===== config.mk =====
export PLATFORM = sky130hd
export DESIGN_NAME = dual_std_sync_gen
export DESIGN_NICKNAME = d
export VERILOG_FILES = /design/src/rtl/dssg_pkg.sv /design/src/rtl/dssg_timebase.sv /design/src/rtl/dssg_sync_shaper.sv /design/src/rtl/dssg_window.sv /design/src/rtl/dual_std_sync_gen.sv
export SDC_FILE = /design/constraint.sdc
export NUM_CORES = 1
export LEC_CHECK = 0
export ABC_AREA = 1
export BUFFER_PORTS_ARGS = -buffer_cell sky130_fd_sc_hd__buf_2
export CAP_MARGIN = 30
export CORE_ASPECT_RATIO = 0.7
export CORE_MARGIN = 2
export CORE_UTILIZATION = 40
export DETAILED_ROUTE_END_ITERATION = 6
export HOLD_SLACK_MARGIN = 0.15
export SLEW_MARGIN = 20
export SYNTH_ARGS = -nofsm -noshare
export SYNTH_HDL_FRONTEND = slang
export SYNTH_SLANG_ARGS = --single-unit

===== constraint.sdc =====
create_clock -name clk -period 3.2 [get_ports clk]
set_clock_uncertainty 0.15 [all_clocks]
set_input_delay 0.64 -clock clk [delete_from_list [all_inputs] [get_ports clk]]
set_output_delay 0.64 -clock clk [all_outputs]
set_load 0.01 [all_outputs]

===== src/rtl/dssg_pkg.sv =====
package dssg_pkg;
  typedef enum logic {
    STD_50 = 1'b0,
    STD_60 = 1'b1
  } std_e;
endpackage


===== src/rtl/dssg_timebase.sv =====
module dssg_timebase
  import dssg_pkg::*;
#(
  parameter int LINE_CLKS_50   = 416,
  parameter int LINE_CLKS_60   = 414,
  parameter int FRAME_LINES_50 = 312,
  parameter int FRAME_LINES_60 = 262,
  parameter int PW             = 9,
  parameter int LW             = 9
) (
  input  logic          clk,
  input  logic          rst,
  input  logic          std_sel,
  output logic [PW-1:0] pix,
  output logic [LW-1:0] line,
  output std_e          mode,
  output logic          line_start
);
  localparam logic [PW-1:0] PIX_LAST_50  = PW'(LINE_CLKS_50 - 1);
  localparam logic [PW-1:0] PIX_LAST_60  = PW'(LINE_CLKS_60 - 1);
  localparam logic [LW-1:0] LINE_LAST_50 = LW'(FRAME_LINES_50 - 1);
  localparam logic [LW-1:0] LINE_LAST_60 = LW'(FRAME_LINES_60 - 1);

  logic line_end, frame_end;

  assign line_end   = (pix == ((mode == STD_60) ? PIX_LAST_60 : PIX_LAST_50));
  assign frame_end  = line_end && (line == ((mode == STD_60) ? LINE_LAST_60 : LINE_LAST_50));
  assign line_start = (pix == '0);

  always_ff @(posedge clk) begin
    if (rst) begin
      pix  <= '0;
      line <= '0;
      mode <= STD_50;
    end else if (line_end) begin
      pix <= '0;
      if (frame_end) begin
        line <= '0;
        mode <= std_e'(std_sel);  // sampled on the last clock of the frame only
      end else begin
        line <= line + LW'(1);
      end
    end else begin
      pix <= pix + PW'(1);
    end
  end

  // clock counter steps and wraps
  a_r2_pix_step: assert property (@(posedge clk) disable iff (rst)
    !line_end |=> pix == $past(pix) + PW'(1));
  a_r2_pix_wrap: assert property (@(posedge clk) disable iff (rst)
    line_end |=> pix == '0);
  // line counter only moves at a line wrap
  a_r3_line_hold: assert property (@(posedge clk) disable iff (rst)
    !line_end |=> $stable(line));
  a_r3_line_wrap: assert property (@(posedge clk) disable iff (rst)
    frame_end |=> line == '0);
  // the standard never changes inside a frame
  a_r4_mode_hold: assert property (@(posedge clk) disable iff (rst)
    !frame_end |=> $stable(mode));
endmodule


===== src/rtl/dssg_sync_shaper.sv =====
module dssg_sync_shaper #(
  parameter int HALF_CLKS    = 207,
  parameter int HSYNC_CLKS   = 31,
  parameter int EQ_CLKS      = 15,
  parameter int BROAD_CLKS   = 180,
  parameter int EQ_PULSES    = 6,
  parameter int BROAD_PULSES = 6,
  parameter int PW           = 9,
  parameter int LW           = 9
) (
  input  logic          clk,
  input  logic          rst,
  input  logic [PW-1:0] pix,
  input  logic [LW-1:0] line,
  output logic          in_vs,
  output logic          csync_n
);
  localparam int VS_HALVES = 2 * EQ_PULSES + BROAD_PULSES;
  localparam int VS_LINES  = VS_HALVES / 2;

  localparam logic [PW-1:0] HALF_P   = PW'(HALF_CLKS);
  localparam logic [PW-1:0] HSYNC_P  = PW'(HSYNC_CLKS);
  localparam logic [PW-1:0] EQ_P     = PW'(EQ_CLKS);
  localparam logic [PW-1:0] BROAD_P  = PW'(BROAD_CLKS);
  localparam logic [LW-1:0] VSL_P    = LW'(VS_LINES);
  localparam logic [LW:0]   BR_FIRST = (LW+1)'(EQ_PULSES);
  localparam logic [LW:0]   BR_END   = (LW+1)'(EQ_PULSES + BROAD_PULSES);

  logic          second_half;
  logic [LW:0]   slot;
  logic [PW-1:0] offs, width;
  logic          vs_low, hs_low;

  always_comb begin
    in_vs       = (line < VSL_P);
    second_half = (pix >= HALF_P);
    slot        = {line, second_half};          // 2*line + half
    offs        = second_half ? (pix - HALF_P) : pix;
    width       = ((slot >= BR_FIRST) && (slot < BR_END)) ? BROAD_P : EQ_P;
    vs_low      = (offs < width);
    hs_low      = (pix < HSYNC_P);
    csync_n     = in_vs ? !vs_low : !hs_low;
  end

  // both half-line slots of a vertical-interval line open with sync low
  a_r6_slot0_low: assert property (@(posedge clk) disable iff (rst)
    (in_vs && pix == '0) |-> !csync_n);
  a_r6_slot1_low: assert property (@(posedge clk) disable iff (rst)
    (in_vs && pix == HALF_P) |-> !csync_n);
  // normal sync is released right after its width
  a_r5_sync_release: assert property (@(posedge clk) disable iff (rst)
    (!in_vs && pix == HSYNC_P) |-> csync_n);
endmodule


===== src/rtl/dssg_window.sv =====
module dssg_window
  import dssg_pkg::*;
#(
  parameter int HSYNC_CLKS   = 31,
  parameter int BACK_CLKS_50 = 37,
  parameter int TEXT_DLY     = 39,
  parameter int TEXT_CLKS    = 256,
  parameter int TOP_50       = 64,
  parameter int TOP_60       = 39,
  parameter int TEXT_LINES   = 192,
  parameter int PW           = 9,
  parameter int LW           = 9
) (
  input  logic          clk,
  input  logic          rst,
  input  logic [PW-1:0] pix,
  input  logic [LW-1:0] line,
  input  std_e          mode,
  input  logic          in_vs,
  output logic          blank,
  output logic          active
);
  // the 60 Hz back porch (and front porch) is one clock shorter
  localparam logic [PW-1:0] BEND_50 = PW'(HSYNC_CLKS + BACK_CLKS_50);
  localparam logic [PW-1:0] BEND_60 = PW'(HSYNC_CLKS + BACK_CLKS_50 - 1);
  localparam logic [PW-1:0] TS_50   = PW'(HSYNC_CLKS + BACK_CLKS_50 + TEXT_DLY);
  localparam logic [PW-1:0] TS_60   = PW'(HSYNC_CLKS + BACK_CLKS_50 - 1 + TEXT_DLY);
  localparam logic [PW-1:0] TE_50   = PW'(HSYNC_CLKS + BACK_CLKS_50 + TEXT_DLY + TEXT_CLKS);
  localparam logic [PW-1:0] TE_60   = PW'(HSYNC_CLKS + BACK_CLKS_50 - 1 + TEXT_DLY + TEXT_CLKS);
  localparam logic [LW-1:0] VT_50   = LW'(TOP_50);
  localparam logic [LW-1:0] VT_60   = LW'(TOP_60);
  localparam logic [LW-1:0] VB_50   = LW'(TOP_50 + TEXT_LINES);
  localparam logic [LW-1:0] VB_60   = LW'(TOP_60 + TEXT_LINES);

  logic          is60, h_win, v_win;
  logic [PW-1:0] bend, ts, te;
  logic [LW-1:0] vt, vb;

  always_comb begin
    is60   = (mode == STD_60);
    bend   = is60 ? BEND_60 : BEND_50;
    ts     = is60 ? TS_60 : TS_50;
    te     = is60 ? TE_60 : TE_50;
    vt     = is60 ? VT_60 : VT_50;
    vb     = is60 ? VB_60 : VB_50;
    blank  = in_vs || (pix < bend);
    h_win  = (pix >= ts) && (pix < te);
    v_win  = (line >= vt) && (line < vb);
    active = !in_vs && h_win && v_win;
  end

  // the text window never overlaps blanking
  a_r8_active_unblanked: assert property (@(posedge clk) disable iff (rst)
    active |-> !blank);
endmodule


===== src/rtl/dual_std_sync_gen.sv =====
module dual_std_sync_gen
  import dssg_pkg::*;
#(
  parameter int LINE_CLKS_50   = 416,
  parameter int LINE_CLKS_60   = 414,
  parameter int FRAME_LINES_50 = 312,
  parameter int FRAME_LINES_60 = 262,
  parameter int HALF_CLKS      = 207,
  parameter int HSYNC_CLKS     = 31,
  parameter int BACK_CLKS_50   = 37,
  parameter int TEXT_DLY       = 39,
  parameter int TEXT_CLKS      = 256,
  parameter int EQ_CLKS        = 15,
  parameter int BROAD_CLKS     = 180,
  parameter int EQ_PULSES      = 6,
  parameter int BROAD_PULSES   = 6,
  parameter int TOP_50         = 64,
  parameter int TOP_60         = 39,
  parameter int TEXT_LINES     = 192,
  localparam int PW = $clog2((LINE_CLKS_50 > LINE_CLKS_60) ? LINE_CLKS_50 : LINE_CLKS_60),
  localparam int LW = $clog2((FRAME_LINES_50 > FRAME_LINES_60) ? FRAME_LINES_50 : FRAME_LINES_60)
) (
  input  logic          clk,
  input  logic          rst,
  input  logic          std_sel,
  output logic          csync_n,
  output logic          blank,
  output logic          line_start,
  output logic          active,
  output logic [LW-1:0] line_cnt,
  output logic [PW-1:0] pix_cnt
);
  std_e mode;
  logic in_vs;

  dssg_timebase #(
    .LINE_CLKS_50(LINE_CLKS_50), .LINE_CLKS_60(LINE_CLKS_60),
    .FRAME_LINES_50(FRAME_LINES_50), .FRAME_LINES_60(FRAME_LINES_60),
    .PW(PW), .LW(LW)
  ) u_tb (
    .clk(clk), .rst(rst), .std_sel(std_sel),
    .pix(pix_cnt), .line(line_cnt), .mode(mode), .line_start(line_start)
  );

  dssg_sync_shaper #(
    .HALF_CLKS(HALF_CLKS), .HSYNC_CLKS(HSYNC_CLKS), .EQ_CLKS(EQ_CLKS),
    .BROAD_CLKS(BROAD_CLKS), .EQ_PULSES(EQ_PULSES), .BROAD_PULSES(BROAD_PULSES),
    .PW(PW), .LW(LW)
  ) u_sync (
    .clk(clk), .rst(rst), .pix(pix_cnt), .line(line_cnt),
    .in_vs(in_vs), .csync_n(csync_n)
  );

  dssg_window #(
    .HSYNC_CLKS(HSYNC_CLKS), .BACK_CLKS_50(BACK_CLKS_50), .TEXT_DLY(TEXT_DLY),
    .TEXT_CLKS(TEXT_CLKS), .TOP_50(TOP_50), .TOP_60(TOP_60),
    .TEXT_LINES(TEXT_LINES), .PW(PW), .LW(LW)
  ) u_win (
    .clk(clk), .rst(rst), .pix(pix_cnt), .line(line_cnt), .mode(mode),
    .in_vs(in_vs), .blank(blank), .active(active)
  );

  // sync is always inside blanking
  a_r7_sync_blanked: assert property (@(posedge clk) disable iff (rst)
    !csync_n |-> blank);
  // line start strobe lasts one clock
  a_r2_start_single: assert property (@(posedge clk) disable iff (rst)
    line_start |=> !line_start);
endmodule


# [After elaboration in Yosys (flattened, before gate mapping)]
# Index checks and enable logic that the tools add are counted.
[classes] addsub=3 n_lt_le_gt_ge=11 eq_ne=2 mux=11 reduce_logical=13
[op_table] op="9-bit less-than comparator" n=4
[op_table] op="9-bit 2-to-1 mux" n=3
[op_table] op="9-bit by 1-bit adder with 9-bit output (second input constant)" n=2
[op_table] op="9-bit == test" n=2
[op_table] op="9-bit >= comparator" n=2
[op_table] op="10-bit by 3-bit >= comparator with 1-bit output (second input constant)" n=1
[op_table] op="10-bit by 4-bit less-than comparator with 1-bit output (second input constant)" n=1
[op_table] op="9-bit by 8-bit >= comparator with 1-bit output (second input constant)" n=1
[op_table] op="9-bit logical NOT" n=1
[op_table] op="9-bit by 4-bit less-than comparator with 1-bit output (second input constant)" n=1
[op_table] op="9-bit by 5-bit less-than comparator with 1-bit output (second input constant)" n=1
[op_table] op="9-bit by 8-bit subtractor with 9-bit output (second input constant)" n=1
[op_table] op="8-bit 2-to-1 mux" n=1
[op_table] op="7-bit 2-to-1 mux" n=1
[op_table] op="1-bit logical AND" n=6
[op_table] op="6-bit 2-to-1 mux" n=1
[op_table] op="1-bit logical NOT" n=3
[op_table] op="1-bit 2-to-1 mux" n=3
[op_table] op="3-bit 2-to-1 mux" n=1
[op_table] op="2-bit 2-to-1 mux" n=1
[op_table] op="2-bit AND reduction" n=1
[op_table] op="2-bit OR reduction" n=1
[op_table] op="1-bit logical OR" n=1
[word_totals] reg_bits=19 inputBits=3 word_cells=43

# [Longest topological paths before layout]
[depth] ltp_word=7 mapped_depth=15 mapped_depth_nobuf=14

# [Modules after synthesis]
# From an unflattened synthesis, not the netlist that was laid out.
[unflattened] cells_unflattened=343 hier_area_um2=2011.9
[modules_own_cells] mod="dssg_timebase" instances=1 cells_per_inst=159 area_per_inst_um2=1043.5 seq_area_each_um2=380.4
[modules_own_cells] mod="dssg_sync_shaper" instances=1 cells_per_inst=95 area_per_inst_um2=500.5 seq_area_each_um2=0.0
[modules_own_cells] mod="dssg_window" instances=1 cells_per_inst=89 area_per_inst_um2=467.9 seq_area_each_um2=0.0

# [Worst setup path before layout]
# No wires, ideal clock.
[synth_path] path_type="flip-flop to output port" startpoint="register u_tb.pix[0]" endpoint="output csync_n" arrival_ns=1.999 required_ns=2.410 setup_slack_ns=0.411 path_stages_with_launch=15 path_cell_list="dfxtp_1 > ha_1 > inv_1 > nor2_4 > nand3_4 > nand3_2 > buf_6 > o21ai_0 > ha_1 > inv_1 > nand3_1 > o21ai_0 > nand2_1 > nor2_1 > a21oi_2"
[synth_between] elab_chain_len=7 elab_cells_between_ends=12 classes_between="1 x add/sub; 5 x order compare; 3 x mux; 3 x reduce/logical"
[synth_rtl] element="from (decl)" line_no="dssg_timebase.sv:14" rtl="output logic [PW-1:0] pix,"
[synth_rtl] element="from (signal assigned)" line_no="dssg_timebase.sv:44" rtl="pix <= pix + PW'(1);"
[synth_rtl] element="9-bit by 8-bit >= comparator with 1-bit output" line_no="dssg_sync_shaper.sv:36" rtl="second_half = (pix >= HALF_P);"
[synth_rtl] element="10-bit by 3-bit >= comparator with 1-bit output or 10-bit by 4-bit less-than comparator with 1-bit output (tied branches)" line_no="dssg_sync_shaper.sv:39" rtl="width = ((slot >= BR_FIRST) && (slot < BR_END)) ? BROAD_P : EQ_P;"
[synth_rtl] element="1-bit logical AND" line_no="dssg_sync_shaper.sv:39"
[synth_rtl] element="8-bit 2-to-1 mux" line_no="dssg_sync_shaper.sv:39"
[synth_rtl] element="9-bit less-than comparator" line_no="dssg_sync_shaper.sv:40" rtl="vs_low = (offs < width);"
[synth_rtl] element="1-bit logical NOT" line_no="dssg_sync_shaper.sv:42" rtl="csync_n = in_vs ? !vs_low : !hs_low;"
[synth_rtl] element="1-bit 2-to-1 mux (*)" line_no="dssg_sync_shaper.sv:42"
[synth_rtl] element="to (decl)" line_no="dual_std_sync_gen.sv:26" rtl="output logic csync_n,"
# Every way passes the cells marked *; elsewhere a longest branch is shown, timed or not.

# [Worst setup path in the final report]
# Ends and elaborated chain as after synthesis.

==> results by group <==
Worst setup path
  • Internal reg-to-reg setup slack: 1.08 ns
  • Crit path arrival time: 2.19 ns
  • CP required: 2.41 ns
  • Startpoint Class: register
  • CP Capture Type: output port
  • Crit Path Max Fanout: 8
  • Setup CP Type: register to output port

CTS
  • Clock latency on the worst-skew pair: 0.26 ns
  • H-Tree Depth: 1
  • CTS sink count: 19
  • Clock-pin slew on the worst setup and hold paths: 0.07 ns
  • CTS tree: done
  • Clock buffer count from CTS: 3
  • CTS Buffer Depth: 2
  • CTS root buffer: clkbuf_8

Logic synthesis
  • Yosys warns: 0
  • Number of flops mapped to enable cells by yosys: 0
  • Area contributors post-synth: dfxtp_1, nand2_1, ha_1
  • Number of standard cells after synthesis: 260
  • Mapped Nets: 279
  • Commonest cells in the netlist: nand2_1, inv_1, nor2_1
  • Syn avg cell area: 6.56 um^2
  • Share of the synthesized area in the top cell type: 0.223
  • Sequential share of the synthesized area: 0.223
  • Synth Flop Type: dfxtp_1
  • Fraction of registers with async set/reset: 0
  • Count leader, synth: nand2_1
  • Yosys cell types: 39
  • Cell Area, Synth: 0.00171 mm^2
  • Area leader, netlist: dfxtp_1
  • Register bit total from synthesis: 19

Global route
  • Largest net degree at the start of global routing: 12
  • Initial antenna violation count: 0
  • Vias in the first global route: 1500
  • Global-route wire length before repair: 7380 um
  • Gr ovfl total: 0
  • Gr usage total: 0.201

Floorplan
  • Die Area: 0.00481 mm^2
  • Chip Height: 58.7 um
  • Top Ports: 25
  • Die X: 82.1 um
  • Rows: 19
  • Core area: 0.00402 mm^2
  • Initial core utilization: 0.425

Routing
  • Uppermost routed layer: met4
  • Initial DRC Count: 177
  • WL/cell: 13.1 um
  • Wire length on met3: 330 um
  • WL met1: 2500 um
  • Detail Route Antenna Nets: 0
  • Drt pass-1 iters: 5
  • Routed met2 length: 1680 um
  • Routed WL: 4530 um
  • DR vias/cell: 5.22
  • DRC: 0
  • Via count: 1806

Timing
  • Worst slew margin: 0.713
  • Final hold slack: 0.338 ns
  • Maximum operating frequency: 0.335 GHz
  • Final worst-path cycle share: 0.932
  • RSZ-0062 raised after global routing: no
  • Least-Margin Pin Slew: 0.427 ns
  • Total negative slack: 0 ns
  • Final hold viol count: 0
  • Final min period: 2.98 ns
  • Setup Viol. Count Final: 0
  • Final Max Tran Viols: 0

Finish
  • Inserted Diodes: 0
  • Final non-filler cell total: 346
  • Ratio of cells with drive above 1 in the final layout: 0.224
  • Area growth syn-to-layout: 17.5%
  • Fillers: 418
  • Nets: 314

Power
  • Power per cell area: 230 mW/mm^2
  • Max IR drop VDD: 0.000161 V
  • Pleak: 1.02 nW
  • Final Power: 0.460 mW

Placement
  • Placed Cells: 338
  • Gpl congestion: 0.905
  • DP HPWL: 3620 um
  • I/O Buffers: 24

Outcome
  • Outcome: completed

Run
  • Max-Cap Viols: 0

Hold path
  • Worst Hold Class: register to register
registers in the layout, indices dropped and copies added (netlist names):
register   count
u_tb.line      9
u_tb.pix       9
u_tb.mode      1
worst max-delay path, stage by stage, from the launching register on:
cell	delay, ns
dfxtp_4	0.37
ha_1	0.22
inv_1	0.10
nor2_4	0.06
nand3_4	0.08
nand4_1	0.10
nand2_1	0.08
nand2_2	0.09
ha_1	0.23
inv_1	0.06
nand3_1	0.06
o21ai_1	0.11
nand2_1	0.07
nor2_2	0.11
a21oi_2	0.05
buf_2	0.15
layout by cell type, fill, tap and decap left out, drive strengths merged, types with 2 or more instances in the layout:
cell type / Yosys / routed
nand4: 12 / 12
nor3: 9 / 9
nor2: 35 / 35
clkbuf: 0 / 4
xor2: 3 / 3
dfxtp: 19 / 19
a21oi: 15 / 15
nor4: 3 / 3
nand3b: 2 / 2
ha: 16 / 16
o21ai: 16 / 16
nand2: 59 / 59
nand3: 20 / 20
buf: 4 / 34
inv: 35 / 35
kinds of logic after synthesis:
group	after synthesis	share of synthesized area
compound gates	38	0.137
simple gates	143	0.404
flops	19	0.223
buf+inv	40	0.0982
fa+ha+maj	16	0.117
xor+xnor	4	0.0205
timing repair:
item / 4_1_cts / 5_1_grt
gates resized for setup: 0 / 14
setup buffers: 0 / 4
setup endpoints to repair: 0 / 1
hold buffers: 0 / 0
area by class of cell:
type                    instances  area [um^2]  share of cell area
repair buffers                 34          195              0.0973
inverters                      36          135              0.0674
multi-input cells             201         1170               0.583
clock buffers                   4         45.0              0.0225
flip-flops and latches         19          397               0.198
well taps                      52         65.1              0.0324
stage by stage:
stage	utilization	setup WS [ns]	instance area [um^2]
final	0.499	0.216	2010
after global routing	0.499	0.0232	2010
after CTS	0.485	0.0106	1950
after detailed placement	0.474	0.312	1900
after global placement	0.474	0.316	1900
after floorplan	-	0.411	1710
worst paths after layout:
path / startpoint / endpoint / cells after the start
setup / recovery: u_tb.pix[0]$_SDFF_PP0_ / csync_n / 15
hold reg to reg: u_tb.pix[0]$_SDFF_PP0_ / u_tb.pix[0]$_SDFF_PP0_ / 1
setup reg to reg: u_tb.mode$_SDFFE_PP0P_ / u_tb.line[1]$_SDFFE_PP0P_ / 7
hold / removal: u_tb.pix[0]$_SDFF_PP0_ / u_tb.pix[0]$_SDFF_PP0_ / 1
metal layers:
metal,track usage,vias up
met1,0.336,800
li1,-,941
met3,0.0567,2
met5,0,-
met2,0.252,63
met4,0.0238,0
power breakdown:
part / internal (mW) / total, mW / switching, mW / leakage (nW)
clock network: 0.0886 / 0.172 / 0.0836 / 0.0228
logic: 0.0165 / 0.0441 / 0.0276 / 0.840
registers: 0.239 / 0.244 / 0.00530 / 0.158
total: 0.344 / 0.460 / 0.117 / 1.02
No activity file was read; power rests on OpenSTA's default activity.
